### src/rtl/pmp_guard_pkg.sv
package pmp_guard_pkg;

    typedef enum logic [1:0] {
        MATCH_OFF   = 2'd0,
        MATCH_TOR   = 2'd1,
        MATCH_NA4   = 2'd2,
        MATCH_NAPOT = 2'd3
    } match_mode_e;

    typedef enum logic [1:0] {
        ACC_READ  = 2'd0,
        ACC_WRITE = 2'd1,
        ACC_EXEC  = 2'd2,
        ACC_BAD   = 2'd3
    } acc_kind_e;

    typedef enum logic [1:0] {
        WK_CFG  = 2'd0,
        WK_ADDR = 2'd1,
        WK_SEC  = 2'd2,
        WK_NONE = 2'd3
    } wr_kind_e;

    typedef enum logic [1:0] {
        ST_IDLE  = 2'd0,
        ST_GRANT = 2'd1,
        ST_DENY  = 2'd2
    } res_state_e;

    // packed MSB first: lock is bit 7, r is bit 0
    typedef struct packed {
        logic        lock;
        logic [1:0]  rsvd;
        match_mode_e mode;
        logic        x;
        logic        w;
        logic        r;
    } entry_cfg_t;

endpackage

### src/rtl/pmp_guard_regs.sv
module pmp_guard_regs
    import pmp_guard_pkg::*;
#(
    parameter int N  = 16,
    parameter int AW = 32,
    localparam int IDX_W = $clog2(N)
) (
    input  logic                     clk,
    input  logic                     rst_n,
    input  logic                     wr_en,
    input  logic [1:0]               wr_kind,
    input  logic [IDX_W-1:0]         wr_idx,
    input  logic [31:0]              wr_data,
    output entry_cfg_t [N-1:0]       cfg_q,
    output logic [N-1:0][AW-1:0]     addr_q,
    output logic                     rlb_q,
    output logic                     mmwp_q
);
    localparam int PER_WORD = 4;

    // security word: bypass is free, whitelist policy can only be set
    always_ff @(posedge clk or negedge rst_n) begin
        if (!rst_n) begin
            rlb_q  <= 1'b0;
            mmwp_q <= 1'b1;
        end else if (wr_en && wr_kind == WK_SEC) begin
            rlb_q  <= wr_data[2];
            mmwp_q <= mmwp_q | wr_data[1];
        end
    end

    for (genvar i = 0; i < N; i++) begin : g_entry
        entry_cfg_t        cfg_r;
        entry_cfg_t        cfg_new;
        logic [AW-1:0]     addr_r;
        logic              guard_tor;
        logic              cfg_frozen;
        logic              addr_frozen;

        if (i + 1 < N) begin : g_up
            assign guard_tor = cfg_q[i+1].lock && (cfg_q[i+1].mode == MATCH_TOR);
        end else begin : g_top
            assign guard_tor = 1'b0;
        end

        assign cfg_frozen  = cfg_r.lock && !rlb_q;
        assign addr_frozen = (cfg_r.lock || guard_tor) && !rlb_q;

        always_comb begin
            cfg_new      = entry_cfg_t'(wr_data[(i % PER_WORD)*8 +: 8]);
            cfg_new.rsvd = 2'b00;
        end

        always_ff @(posedge clk or negedge rst_n) begin
            if (!rst_n) begin
                cfg_r  <= '0;
                addr_r <= '0;
            end else if (wr_en) begin
                if (wr_kind == WK_CFG && int'(wr_idx) == i / PER_WORD && !cfg_frozen)
                    cfg_r <= cfg_new;
                if (wr_kind == WK_ADDR && int'(wr_idx) == i && !addr_frozen)
                    addr_r <= wr_data[AW-1:0];
            end
        end

        assign cfg_q[i]  = cfg_r;
        assign addr_q[i] = addr_r;
    end

endmodule

### src/rtl/pmp_guard_match.sv
module pmp_guard_match
    import pmp_guard_pkg::*;
#(
    parameter int AW = 32
) (
    input  entry_cfg_t    cfg,
    input  logic [AW-1:0] lo,
    input  logic [AW-1:0] hi,
    input  logic [AW-1:0] word_addr,
    output logic          hit
);
    logic [AW-1:0] napot_ign;

    // ones over the trailing-ones run and the zero just above it
    assign napot_ign = hi ^ (hi + AW'(1));

    always_comb begin
        unique case (cfg.mode)
            MATCH_OFF:   hit = 1'b0;
            MATCH_TOR:   hit = (word_addr >= lo) && (word_addr < hi);
            MATCH_NA4:   hit = (word_addr == hi);
            MATCH_NAPOT: hit = ((word_addr ^ hi) & ~napot_ign) == '0;
            default:     hit = 1'b0;
        endcase
    end

endmodule

### src/rtl/pmp_guard_decide.sv
module pmp_guard_decide
    import pmp_guard_pkg::*;
#(
    parameter int N = 16
) (
    input  logic [N-1:0]       hit,
    input  entry_cfg_t [N-1:0] cfg,
    input  logic [1:0]         kind,
    input  logic               user,
    input  logic               mmwp,
    output logic               allow
);
    logic found;
    logic locked;
    logic perm;

    // scan downward so the lowest matching index is written last
    always_comb begin
        found  = 1'b0;
        locked = 1'b0;
        perm   = 1'b0;
        for (int i = N - 1; i >= 0; i--) begin
            if (hit[i]) begin
                found  = 1'b1;
                locked = cfg[i].lock;
                unique case (acc_kind_e'(kind))
                    ACC_READ:  perm = cfg[i].r;
                    ACC_WRITE: perm = cfg[i].w;
                    ACC_EXEC:  perm = cfg[i].x;
                    default:   perm = 1'b0;
                endcase
            end
        end

        if (acc_kind_e'(kind) == ACC_BAD)
            allow = 1'b0;
        else if (found)
            allow = (locked || user) ? perm : 1'b1;
        else
            allow = user ? 1'b0 : !mmwp;
    end

endmodule

### src/rtl/pmp_guard.sv
module pmp_guard
    import pmp_guard_pkg::*;
#(
    parameter int N  = 16,
    parameter int AW = 32,
    localparam int IDX_W = $clog2(N)
) (
    input  logic             clk,
    input  logic             rst_n,
    input  logic             wr_en,
    input  logic [1:0]       wr_kind,
    input  logic [IDX_W-1:0] wr_idx,
    input  logic [31:0]      wr_data,
    input  logic             chk_valid,
    input  logic [AW-1:0]    chk_addr,
    input  logic [1:0]       chk_kind,
    input  logic             chk_user,
    output logic             res_valid,
    output logic             res_allow
);
    entry_cfg_t [N-1:0]    cfg_q;
    logic [N-1:0][AW-1:0]  addr_q;
    logic                  rlb_q;
    logic                  mmwp_q;
    logic [N-1:0]          hit;
    logic [AW-1:0]         word_addr;
    logic                  verdict;
    res_state_e            state_q;
    res_state_e            state_d;

    assign word_addr = chk_addr >> 2;

    pmp_guard_regs #(.N(N), .AW(AW)) u_regs (
        .clk     (clk),
        .rst_n   (rst_n),
        .wr_en   (wr_en),
        .wr_kind (wr_kind),
        .wr_idx  (wr_idx),
        .wr_data (wr_data),
        .cfg_q   (cfg_q),
        .addr_q  (addr_q),
        .rlb_q   (rlb_q),
        .mmwp_q  (mmwp_q)
    );

    for (genvar i = 0; i < N; i++) begin : g_match
        logic [AW-1:0] lo_bound;
        if (i == 0) begin : g_first
            assign lo_bound = '0;
        end else begin : g_rest
            assign lo_bound = addr_q[i-1];
        end
        pmp_guard_match #(.AW(AW)) u_match (
            .cfg       (cfg_q[i]),
            .lo        (lo_bound),
            .hi        (addr_q[i]),
            .word_addr (word_addr),
            .hit       (hit[i])
        );
    end

    pmp_guard_decide #(.N(N)) u_decide (
        .hit   (hit),
        .cfg   (cfg_q),
        .kind  (chk_kind),
        .user  (chk_user),
        .mmwp  (mmwp_q),
        .allow (verdict)
    );

    // result state machine
    always_comb begin
        unique case (state_q)
            ST_IDLE, ST_GRANT, ST_DENY: begin
                if (!chk_valid)   state_d = ST_IDLE;
                else if (verdict) state_d = ST_GRANT;
                else              state_d = ST_DENY;
            end
            default: state_d = ST_IDLE;
        endcase
    end

    always_ff @(posedge clk or negedge rst_n) begin
        if (!rst_n) state_q <= ST_IDLE;
        else        state_q <= state_d;
    end

    always_comb begin
        unique case (state_q)
            ST_GRANT: begin res_valid = 1'b1; res_allow = 1'b1; end
            ST_DENY:  begin res_valid = 1'b1; res_allow = 1'b0; end
            default:  begin res_valid = 1'b0; res_allow = 1'b0; end
        endcase
    end

endmodule

### config.mk
export PLATFORM = sky130hd
export DESIGN_NAME = pmp_guard
export DESIGN_NICKNAME = d
export VERILOG_FILES = /design/src/rtl/pmp_guard_pkg.sv /design/src/rtl/pmp_guard_regs.sv /design/src/rtl/pmp_guard_match.sv /design/src/rtl/pmp_guard_decide.sv /design/src/rtl/pmp_guard.sv
export SDC_FILE = /design/constraint.sdc
export NUM_CORES = 2
export LEC_CHECK = 0
export ABC_AREA = 1
export CAP_MARGIN = 20
export CORE_ASPECT_RATIO = 0.6
export CORE_MARGIN = 4
export CORE_UTILIZATION = 43
export DETAILED_ROUTE_END_ITERATION = 16
export MAX_ROUTING_LAYER = met4
export RECOVER_POWER = 50
export SETUP_SLACK_MARGIN = 0.15
export SKIP_LAST_GASP = 1
export SYNTH_ARGS = -nofsm -noshare
export SYNTH_HDL_FRONTEND = slang
export SYNTH_SLANG_ARGS = --single-unit
### constraint.sdc
create_clock -name clk -period 4.7 [get_ports clk]
set_input_delay 0.94 -clock clk [delete_from_list [all_inputs] [get_ports clk]]
set_output_delay 0.94 -clock clk [all_outputs]
set_load 0.1 [all_outputs]
==> impl_metrics.toml <==
[worst_setup_path]
worst_path_most_repeated_cell = "nand2_1"
max_stage_delay_ps = 540
worstSetupEndpointType = "flip-flop"
cp-start-kind = "input pin"
r2r-start = "u_regs.g_entry[15].addr_r[1]"
worst_r2r_path_depth = 36
crit_required_ps = 5320
rrSetupSlack_ps = 810
worst-path-buf-inv = 1
crit_path_max_fanout = 8
arrival_ps = 4720
cp-startpoint = "chk_addr[13]"
crit_type = "input pin to flip-flop"
crit_slowest_cell = "buf_2"
critPathTopFamily = "simple AND/OR/NAND/NOR gates"
reg2reg_to = "state_q[0]"

[worst_hold_path]
hold-path-endpoint = "u_regs.cfg_q[103]"
worst_hold_path.num_cells = 2
worstHoldStart = "u_regs.cfg_q[103]"
hold_class = "flip-flop to flip-flop"

[routing]
via_count = 45400
first_pass_iters = 6
first_iter_violations = 5773
viasPerCell = 5.56
routed_wl_mm = 183
post-route-drc-count = 0
ant_nets = 0
wl_per_cell_um = 22.4

[synth]
synth_compound_area_share_pct = 15.5
synth_nets = 7117
synthSimpleGateAreaFrac_pct = 27.8
synthMuxAreaShare_pct = 0
syn_avg_cell_area_um2 = 7.00
yosysSeqAreaShare_pct = 33.4
synth_warnings = 0
synth-adder-area-share_pct = 13.6
synth-edff-count = 0
synth_xor_area_share_pct = 0.134
async_flop_share_pct = 100
synth.most_common_cell = "nand2_1"
ys.flop_type = "dfrtp_1"
synthCells = 6542
synth_common_cells = "nand2_1 (1754), inv_1 (991), o21ai_0 (743), dfrtp_1 (611), nor2_1 (510)"
syn_area_mm2 = 0.0458
synthDistinctLibCells = 65
synth_top_family_by_area = "simple AND/OR/NAND/NOR gates"
synth_top_area_share_pct = 33.4
synthTopCellsByArea = "dfrtp_1 (33%), nand2_1 (14%), ha_1 (14%)"
yosysTopAreaCell = "dfrtp_1"
ys_seq_elements = 612

[cts]
cts_repair_resize_count = 0
hold_buffers = 0
numCtsBuffers = 69
clk_latency_ps = 690
cts_sinks = 612
cts_htree_levels = 3
post_cts_buffers = 0
cts_tree = "done"
clk_pin_slew_worst_paths_ps = 60
root_buffer = "clkbuf_16"
clock_path_buffers = 3

[global_routing]
grt_usage_pct = 33.1
grt_max_degree = 93
grt_pass1_wl_mm = 267
grt_pass1_vias = 40400
grt_remaining_overflow = 0
antenna_found_initial = 20

[power_and_ir_drop]
power_switching_mw = 6.03
comb_power_share_pct = 26.8
power.density_mw_per_mm2 = 325
switching_share_pct = 36.0
intPower_mw = 10.7
power_frac_clock_pct = 33.6
vdd_drop_max_uv = 271
p_leak_nw = 23.5
seqPwrFrac_pct = 39.5
power_mw = 16.7

[floorplanning]
core_mm2 = 0.105
rows = 92
io_pins = 79
start_util_pct = 43.5
fp.dieH_um = 261
die_x_um = 429
dieArea_mm2 = 0.112

[sta]
fmax_mhz = 244
setup_viol = 0
hold_violations = 0
holdWs_ps = 488
slew_viol_final = 372
layout_setup_ws_ps = 600
fin_skew_ps = 23.0
relSlewSlack_pct = -52.2
period_needed_ps = 4100
worst_slew_pin_slew_ps = 2280
rsz0062_at_grt = "false"
setup-tns-final_ps = 0
period_share_pct = 87.2

[place]
dp_hpwl_mm = 133
io_buffers = 76
gp_congestion = 1.02
placed_cell_area_mm2 = 0.0492
place_inst = 8014
dpl_worst_slack_ps = 44.2

[finish]
stdcell_area_mm2 = 0.0515
syn2layout_area_growth_pct = 12.4
fillerInstances = 10900
multi_input_area_mm2 = 0.0262
final-seq-area_mm2 = 0.0153
instances_no_fill = 8165
utilization_pct = 48.9
layout-drive-gt1-share_pct = 6.36
nNetsFinal = 7255

[run]
max_cap_violations = 8

[run_status]
violations = "max-capacitance violations, max-slew violations"
status = "finished, violations left"
[power by group through the flow]
stage / clock (mW) / combinational, mW / sequential, mW
3_3_place_gp: 0 / 4.30 / 6.67
5_1_grt: 5.91 / 5.08 / 6.71
4_1_cts: 5.71 / 4.42 / 6.59
2_1_floorplan: 0 / 2.88 / 6.46
3_5_place_dp: 0 / 4.40 / 6.67
6_report: 5.63 / 4.49 / 6.61
[cell type report]
class                   instances  area share [%]
diodes                         23           0.112
repair buffers                228            4.17
clock buffers                  97            3.87
well taps                    1410            3.42
flip-flops and latches        612            29.7
multi-input cells            4769            50.9
inverters                    1000            7.29
clock inverters                26           0.488
[registers in the layout, summed over array words and instances, names as in the netlist]
name and cells:
state_q 2, u_regs.cfg_q 96, u_regs.g_entry.addr_r 512, u_regs.mmwp_q 1
u_regs.rlb_q 1
[cell usage in the layout (no fill, tap or decap), drive strengths merged, types with 46 or more instances in the layout]
| master | Yosys | final |
|---|---|---|
| nor2 | 546 | 546 |
| buf | 0 | 169 |
| nand2 | 1764 | 1764 |
| dfrtp | 611 | 611 |
| o21ai | 754 | 754 |
| nand4 | 126 | 126 |
| clkbuf | 161 | 110 |
| o22ai | 55 | 55 |
| clkdlybuf4s50 | 0 | 46 |
| a21oi | 278 | 278 |
| nor4 | 60 | 60 |
| ha | 498 | 498 |
| inv | 998 | 997 |
| nand3 | 230 | 230 |
| nor3 | 166 | 166 |
[worst max path at each step]
stage | cells after the start | slack, ps | endpoint
after detailed placement | 30 | 40 | state_q[0]
final | 33 | 600 | state_q[0]
after global routing | 21 | 400 | state_q[0]
after CTS | 30 | 760 | state_q[0]
after global placement | 33 | 30 | state_q[0]
after floorplan | 41 | 1350 | state_q[0]
[cell families after synthesis]
logic type | Yosys count
compound gates | 1288
buf+inv | 1161
xor+xnor | 7
simple gates | 2976
flops | 612
fa+ha+maj | 498
[worst register-to-register path: cells and delay by family (launching register included)]
family	cells	cell delay, ps
adder cells (fa/ha/maj)	1	210
flip-flops	1	410
AND/OR/NAND/NOR	34	3030
buffers and inverters	1	130
[metal layers]
metal | vias up | routed length, um | GRT usage [%]
li1 | 21900 | - | -
met1 | 21200 | 86400 | 48.6
met2 | 2039 | 69400 | 43.1
met3 | 261 | 22200 | 10.4
met4 | 0 | 4600 | 8.68
met5 | - | 0 | -
(Power assumes the default switching activity.)
